## config.mk

```make
export PLATFORM = sky130hd
export DESIGN_NAME = i2c_scl_timer
export DESIGN_NICKNAME = d
export VERILOG_FILES = /design/src/rtl/i2c_scl_timer.sv
export SDC_FILE = /design/constraint.sdc
export NUM_CORES = 1
export LEC_CHECK = 0
export ABC_AREA = 1
export BUFFER_PORTS_ARGS = -buffer_cell sky130_fd_sc_hd__buf_2
export CELL_PAD_IN_SITES_DETAIL_PLACEMENT = 0
export CELL_PAD_IN_SITES_GLOBAL_PLACEMENT = 2
export CORE_MARGIN = 2
export CORE_UTILIZATION = 27
export DETAILED_ROUTE_END_ITERATION = 16
export PLACE_DENSITY_LB_ADDON = 0.1
export SETUP_SLACK_MARGIN = 0.02
export SYNTH_ARGS = -nofsm -noshare
export SYNTH_HDL_FRONTEND = slang
export SYNTH_SLANG_ARGS = --single-unit
```

## constraint.sdc

```tcl
create_clock -name clk -period 1.8 [get_ports clk]
set_input_delay 0.18 -clock clk [delete_from_list [all_inputs] [get_ports clk]]
set_output_delay 0.18 -clock clk [all_outputs]
set_load 0.01 [all_outputs]
```

## src/rtl/i2c_scl_timer.sv

```systemverilog
module i2c_scl_timer #(
  parameter int CW     = 16,
  parameter int HI_MIN = 6,
  parameter int LO_MIN = 8
) (
  input  logic          clk,
  input  logic          rst_n,
  input  logic          enable,
  input  logic          fast_sel,
  input  logic [CW-1:0] std_hi_cnt,
  input  logic [CW-1:0] std_lo_cnt,
  input  logic [CW-1:0] fast_hi_cnt,
  input  logic [CW-1:0] fast_lo_cnt,
  input  logic          scl_sync_in,
  input  logic          start_req,
  output logic          scl_pull_low,
  output logic          start_done,
  output logic          fall_tick,
  output logic          rise_tick,
  output logic          busy
);
  localparam int KW = CW + 1;

  typedef enum logic [1:0] {ST_IDLE, ST_HOLD, ST_LOW, ST_HIGH} st_t;

  st_t           st;
  logic [KW-1:0] cnt;
  logic          from_hold;

  logic [CW-1:0] hi_sel, lo_sel, hi_eff, lo_eff;
  logic [KW-1:0] hold_last, low_last, high_last;

  assign hi_sel = fast_sel ? fast_hi_cnt : std_hi_cnt;
  assign lo_sel = fast_sel ? fast_lo_cnt : std_lo_cnt;
  assign hi_eff = (hi_sel < CW'(HI_MIN)) ? CW'(HI_MIN) : hi_sel;
  assign lo_eff = (lo_sel < CW'(LO_MIN)) ? CW'(LO_MIN) : lo_sel;

  // hold: hi+3 cycles, low: lo+1 cycles, high: hi+8 cycles (1+4+3 overhead)
  assign hold_last = {1'b0, hi_eff} + KW'(2);
  assign low_last  = {1'b0, lo_eff};
  assign high_last = {1'b0, hi_eff} + KW'(7);

  always_ff @(posedge clk or negedge rst_n) begin
    if (!rst_n) begin
      st        <= ST_IDLE;
      cnt       <= '0;
      from_hold <= 1'b0;
    end else if (!enable) begin
      st        <= ST_IDLE;
      cnt       <= '0;
      from_hold <= 1'b0;
    end else begin
      from_hold <= 1'b0;
      unique case (st)
        ST_IDLE: begin
          cnt <= '0;
          if (start_req) st <= ST_HOLD;
        end
        ST_HOLD: begin
          if (cnt >= hold_last) begin
            st        <= ST_LOW;
            cnt       <= '0;
            from_hold <= 1'b1;
          end else begin
            cnt <= cnt + KW'(1);
          end
        end
        ST_LOW: begin
          if (cnt >= low_last) begin
            st  <= ST_HIGH;
            cnt <= '0;
          end else begin
            cnt <= cnt + KW'(1);
          end
        end
        ST_HIGH: begin
          if (cnt != '0 || scl_sync_in) begin
            if (cnt >= high_last) begin
              st  <= ST_LOW;
              cnt <= '0;
            end else begin
              cnt <= cnt + KW'(1);
            end
          end
        end
        default: begin
          st  <= ST_IDLE;
          cnt <= '0;
        end
      endcase
    end
  end

  assign scl_pull_low = enable && (st == ST_LOW);
  assign fall_tick    = scl_pull_low && (cnt == '0);
  assign start_done   = fall_tick && from_hold;
  assign rise_tick    = enable && (st == ST_HIGH) && (cnt == '0) && scl_sync_in;
  assign busy         = enable && (st != ST_IDLE);
endmodule

```

## Word level (Yosys, flattened, before mapping)

Index checks and enable logic that the tools add are counted.

- $lt $le $gt $ge: 5
- Add/subtract/negate cells: 3
- Reductions and logical operators: 13
- Equality and inequality tests: 8
- Multiplexer cells: 20

Operators with widths:

| operator | count |
|---|---|
| 17-bit 2-to-1 mux | 5 |
| 17-bit one-hot mux with 4 select lines | 1 |
| 16-bit 2-to-1 mux | 4 |
| 17-bit >= comparator | 2 |
| 16-bit by 2-bit adder with 17-bit output (second input constant) | 1 |
| 16-bit by 3-bit adder with 17-bit output (second input constant) | 1 |
| 17-bit by 1-bit adder with 17-bit output (second input constant) | 1 |
| 17-bit by 16-bit >= comparator with 1-bit output | 1 |
| 17-bit logical NOT | 1 |
| 17-bit nonzero test | 1 |
| 16-bit by 3-bit < comparator with 1-bit output (second input constant) | 1 |
| 16-bit by 4-bit < comparator with 1-bit output (second input constant) | 1 |
| 3-bit != test (second input constant) | 5 |
| 2-bit 2-to-1 mux | 6 |
| 2-bit one-hot mux with 4 select lines | 1 |
| 1-bit logical AND | 7 |
| 5-bit AND reduction | 1 |
| 2-bit equality test (second input constant) | 2 |
| 1-bit 2-to-1 mux | 3 |
| 2-bit by 1-bit equality test with 1-bit output (second input constant) | 1 |
| 2-bit logical NOT | 1 |
| 2-bit nonzero test | 1 |
| 1-bit logical OR | 1 |

- Register bits after elaboration: 20
- Input bits: 70
- Output and inout port bits: 5
- Logic and storage cells: 52

## Logic depth before layout (Yosys ltp)

- Word-level depth: 9
- Depth in mapped cells: 33
- Mapped depth without buffers: 31

## Worst setup path after synthesis

No wires, ideal clock.

- Path type: input port to flip-flop
- Start: input fast_sel
- End: register cnt[11]
- Data required time: 1.728 ns
- Arrival time: 3.292 ns
- Cell stages on the path: 27
- Slack: -1.564 ns
- Path buffers: 2
- Setup time: 0.072 ns
- Cell sequence: buf_6 buf_8 o21ai_4 nand3_1 nor2_2 nand2_2 nand2_1 inv_1 ha_1 inv_1 nand2_1 nand2_1 nand2_2 nor2_4 nand4_1 xor2_1 ha_1 nand2_1 nor2_1 and2_1 nand2_1 nand2_1 nor2_1 nand3_1 nand3_1 nand2_2 nor2_1

- Longest elaborated chain between the ends: 9
- Elaborated cells on any way between the ends: 17
- Classes of those cells: add/sub (2); order compare (5); mux (10)

RTL lines:

| element | RTL line | RTL |
|---|---|---|
| start: declaration | 9 | `input logic fast_sel,` |
| 16-bit 2-to-1 mux | 33 | `assign hi_sel = fast_sel ? fast_hi_cnt : std_hi_cnt;` |
| 16-bit by 3-bit < comparator with 1-bit output | 35 | `assign hi_eff = (hi_sel < CW'(HI_MIN)) ? CW'(HI_MIN) : hi_sel;` |
| 16-bit 2-to-1 mux | 35 |  |
| 16-bit by 3-bit adder with 17-bit output | 41 | `assign high_last = {1'b0, hi_eff} + KW'(7);` |
| 17-bit >= comparator | 78 | `if (cnt >= high_last) begin` |
| 17-bit 2-to-1 mux | 78 |  |
| 17-bit 2-to-1 mux | 77 | `if (cnt != '0 \|\| scl_sync_in) begin` |
| 17-bit one-hot mux with 4 select lines (*) | 54 | `unique case (st)` |
| 17-bit 2-to-1 mux (*) | 48 | `end else if (!enable) begin` |
| end signal: assignment | 65 | `cnt <= cnt + KW'(1);` |
| end signal: assignment | 73 | `cnt <= cnt + KW'(1);` |
| end signal: assignment | 82 | `cnt <= cnt + KW'(1);` |
| end: declaration | 27 | `logic [KW-1:0] cnt;` |

Every way passes the cells marked *; elsewhere a longest branch is shown, timed or not. The select of a mux whose other input is x is not followed.
A chain may end at the register's enable or synchronous reset.

## Worst setup path in the final report

- Start: input fast_sel
- End: register cnt[3]

The elaborated chain is that of the path after synthesis.

==> out/results.ini <==
[status]
status = complete, but fails checks
violations = negative setup slack

[timing]
tightestPinTransition_ps = 471
hold_violations = 0
fmax_mhz = 319
whs_ps = 167
final.period_utilization_pct = 174
rsz0062_at_grt = true
slew_viol_final = 0
period_needed_ps = 3140
skew_ps = 6.48
setup_viol = 22
relSlewSlack_pct = 68.6
layout_setup_ws_ps = -1340

[clocking]
path_clk_slew_ps = 60
cts_buffer_depth = 2
cts_buffers = 3
clock_latency_ps = 250
root_buffer = clkbuf_16
htree_num_levels = 1
clock_sinks = 20
cts_tree = yes

[worst_setup_path]
path_class = in2reg
arrival_ps = 3320
crit_family = simple AND/OR/NAND/NOR gates
critical_path_buf_inv_count = 4
required_ps = 1980
start_kind = input pin
critPathSlowestCell = ha_1
critPathMaxStageDelay_ps = 320
cp_common_cell = nand2_2
cp-end-kind = flip-flop
cp_max_fo = 7

[placed_design]
port_buffers = 74
hpwl_microns = 12100
gp_congestion = 0.913

[yosys]
ys_warn_count = 0
yosysUniqueCellTypes = 37
syn_avg_cell_area_sq_um = 6.37
netlist_area_sq_um = 3900
synth-seq-cells = 20
syn_inst = 612
ys_seq_area_share_pct = 12.8
syn-num-nets = 739

[die]
core_area_sq_um = 14000
dieWidth_microns = 124
io_pins = 75
die_area_sq_um = 15400
die_h_microns = 124
start_util_pct = 27.9
rows = 43

[finish]
nFillCells = 1496
register_area_sq_um = 507
utilization_pct = 43.3
drive_gt1_share_pct = 41.1
multi_input_area_sq_um = 3290
fin_nets = 964
syn_to_final_growth_pct = 55.2
antenna_cells = 0

[detailed_routing]
top_layer = met4
met2_wirelength_microns = 5980
num_vias = 4510
first_pass_iters = 5
viasPerCell = 4.44
routed_wl_microns = 13900
route.met3.wl_microns = 466
drt-met1-wl_microns = 7270
initialDrtViolationCount = 190
antenna_left = 0
routedWlPerCell_microns = 13.7
route.detailed.drc = 0

[power]
p_per_area_nw_per_um2 = 421
power_leakage_nw = 3.36
ir_drop_mv = 0.378

[global_route]
grt-ovfl-total = 0
grt_pass1_wl_microns = 22200
grt_max_degree = 21
antenna_found_initial = 0
grt_pass1_vias = 4453
gr-usage-all-layers_pct = 18.6

[worst_hold_path]
hold_path.class = in2reg

[run]
cap_violations = 0

==> logic make-up after synthesis <==
kind of cell             share of synthesized area, %
AO/OA/AOI/OAI                                    6.80
XOR/XNOR                                         7.86
adder cells (fa/ha/maj)                          18.3
buffers and inverters                            11.0
flip-flops                                       12.8
multiplexers                                     3.08
AND/OR/NAND/NOR                                  40.2
==> per-layer routing <==
metal / vias to the layer above / track usage (%)
met5: - / 0
met4: 0 / 3.30
met3: 18 / 1.14
met2: 76 / 29.4
met1: 2012 / 28.0
li1: 2404 / -
==> layout by cell type, fill, tap and decap left out, types with 15 or more instances in the layout <==
cell,synthesis,routed
a21oi_1,18,18
buf_2,1,72
buf_4,0,138
dfrtp_1,20,15
ha_1,57,52
inv_1,90,82
nand2_1,177,157
nand2_2,11,26
nand3_1,39,28
nand4_1,20,20
nor2_1,71,52
nor2_2,7,22
xor2_1,31,31
==> report_power, final <==
part	internal [mW]	switching, mW	total (mW)
sequential	0.480	0.0536	0.534
clock	0.293	0.165	0.458
combinational	0.682	0.872	1.55
==> metrics by stage <==
step	area, sq um	TNS (ps)	total power [mW]	cells	setup WS [ps]
6_report	6050	-25200	2.55	1015	-1340
5_1_grt	6050	-30450	2.76	1015	-1590
4_1_cts	5860	-23630	2.49	1008	-1240
3_5_place_dp	5550	-34910	1.90	999	-1790
3_3_place_gp	5550	-33840	1.88	999	-1730
2_1_floorplan	3980	-26080	1.30	612	-1360
==> worst register-to-register path: stages, from the launching register on <==
cell	delay, ps
dfrtp_1	450
buf_12	170
ha_1	300
a21o_1	200
a21o_1	170
nor2_1	190
nand2_1	190
nand3_4	190
nand2_4	100
nor2_1	120
==> Yosys cell counts <==
cell type  instances  share of area (%)
nor4_4             1               0.55
inv_1             90                8.7
and2_1             2               0.32
inv_4              1               0.16
nand3_2            2               0.51
nor2_4             1               0.29
buf_6              3               0.87
nand2_2           11                1.8
a21o_1             3               0.58
o21ai_4            4                1.7
nand2_4            2               0.58
or2_2              1               0.16
o21ai_1            1               0.13
buf_2              1               0.13
a21boi_0           1               0.19
buf_8              2               0.77
o21ai_2            3               0.67
o21ai_0            3               0.38
nand4_1           20                3.2
a21oi_1           18                2.3
nor2_2             7                1.1
ha_1              57                 18
nor3_2             5                1.3
o21a_1             2               0.38
nor4_1             2               0.32
dfrtp_1           20                 13
xnor2_1            4               0.90
nand3_1           39                5.0
nor3_1             8                1.0
inv_2              4               0.38
o21bai_2           1               0.29
and3_1             1               0.16
o21bai_1           1               0.19
mux2i_1           12                3.1
nor2_1            71                6.8
xor2_1            31                7.0
nand2_1          177                 17
==> cell type report <==
class,count,area share (%)
Clock buffer,3,1.24
Inverter,95,6.05
Multi-Input combinational cell,493,54.4
Sequential cell,20,8.37
Tap cell,180,3.72
Timing Repair Buffer,224,26.2
==> sequential cells by signal (all words and copies together), names as in the netlist <==
signal	flops
from_hold	1
st	2
cnt	17
==> worst paths after layout <==
| path | startpoint | end | slack [ps] | cells after the start |
|---|---|---|---|---|
| setup / recovery | fast_sel | cnt[3]$_DFFE_PN0P_ | -1340 | 27 |
| hold / removal | enable | cnt[12]$_DFFE_PN0P_ | 170 | 3 |
| setup reg to reg | cnt[14]$_DFFE_PN0P_ | cnt[3]$_DFFE_PN0P_ | -360 | 9 |
| hold reg to reg | st[0]$_DFFE_PN0P_ | st[0]$_DFFE_PN0P_ | 600 | 2 |
| max in group asynchronous | rst_n | cnt[4]$_DFFE_PN0P_ | 1030 | 2 |
| min in group asynchronous | rst_n | from_hold$_DFF_PN0_ | 400 | 2 |
==> repair_timing <==
action                     in CTS  in global routing
hold buffers                    1                  0
pin swaps                      22                 25
hold endpoints to repair       20                  0
setup endpoints to repair      23                 23
setup buffers                   3                  7
resized for setup              52                 42
cloned                          2                  0
(Power assumes the default switching activity.)
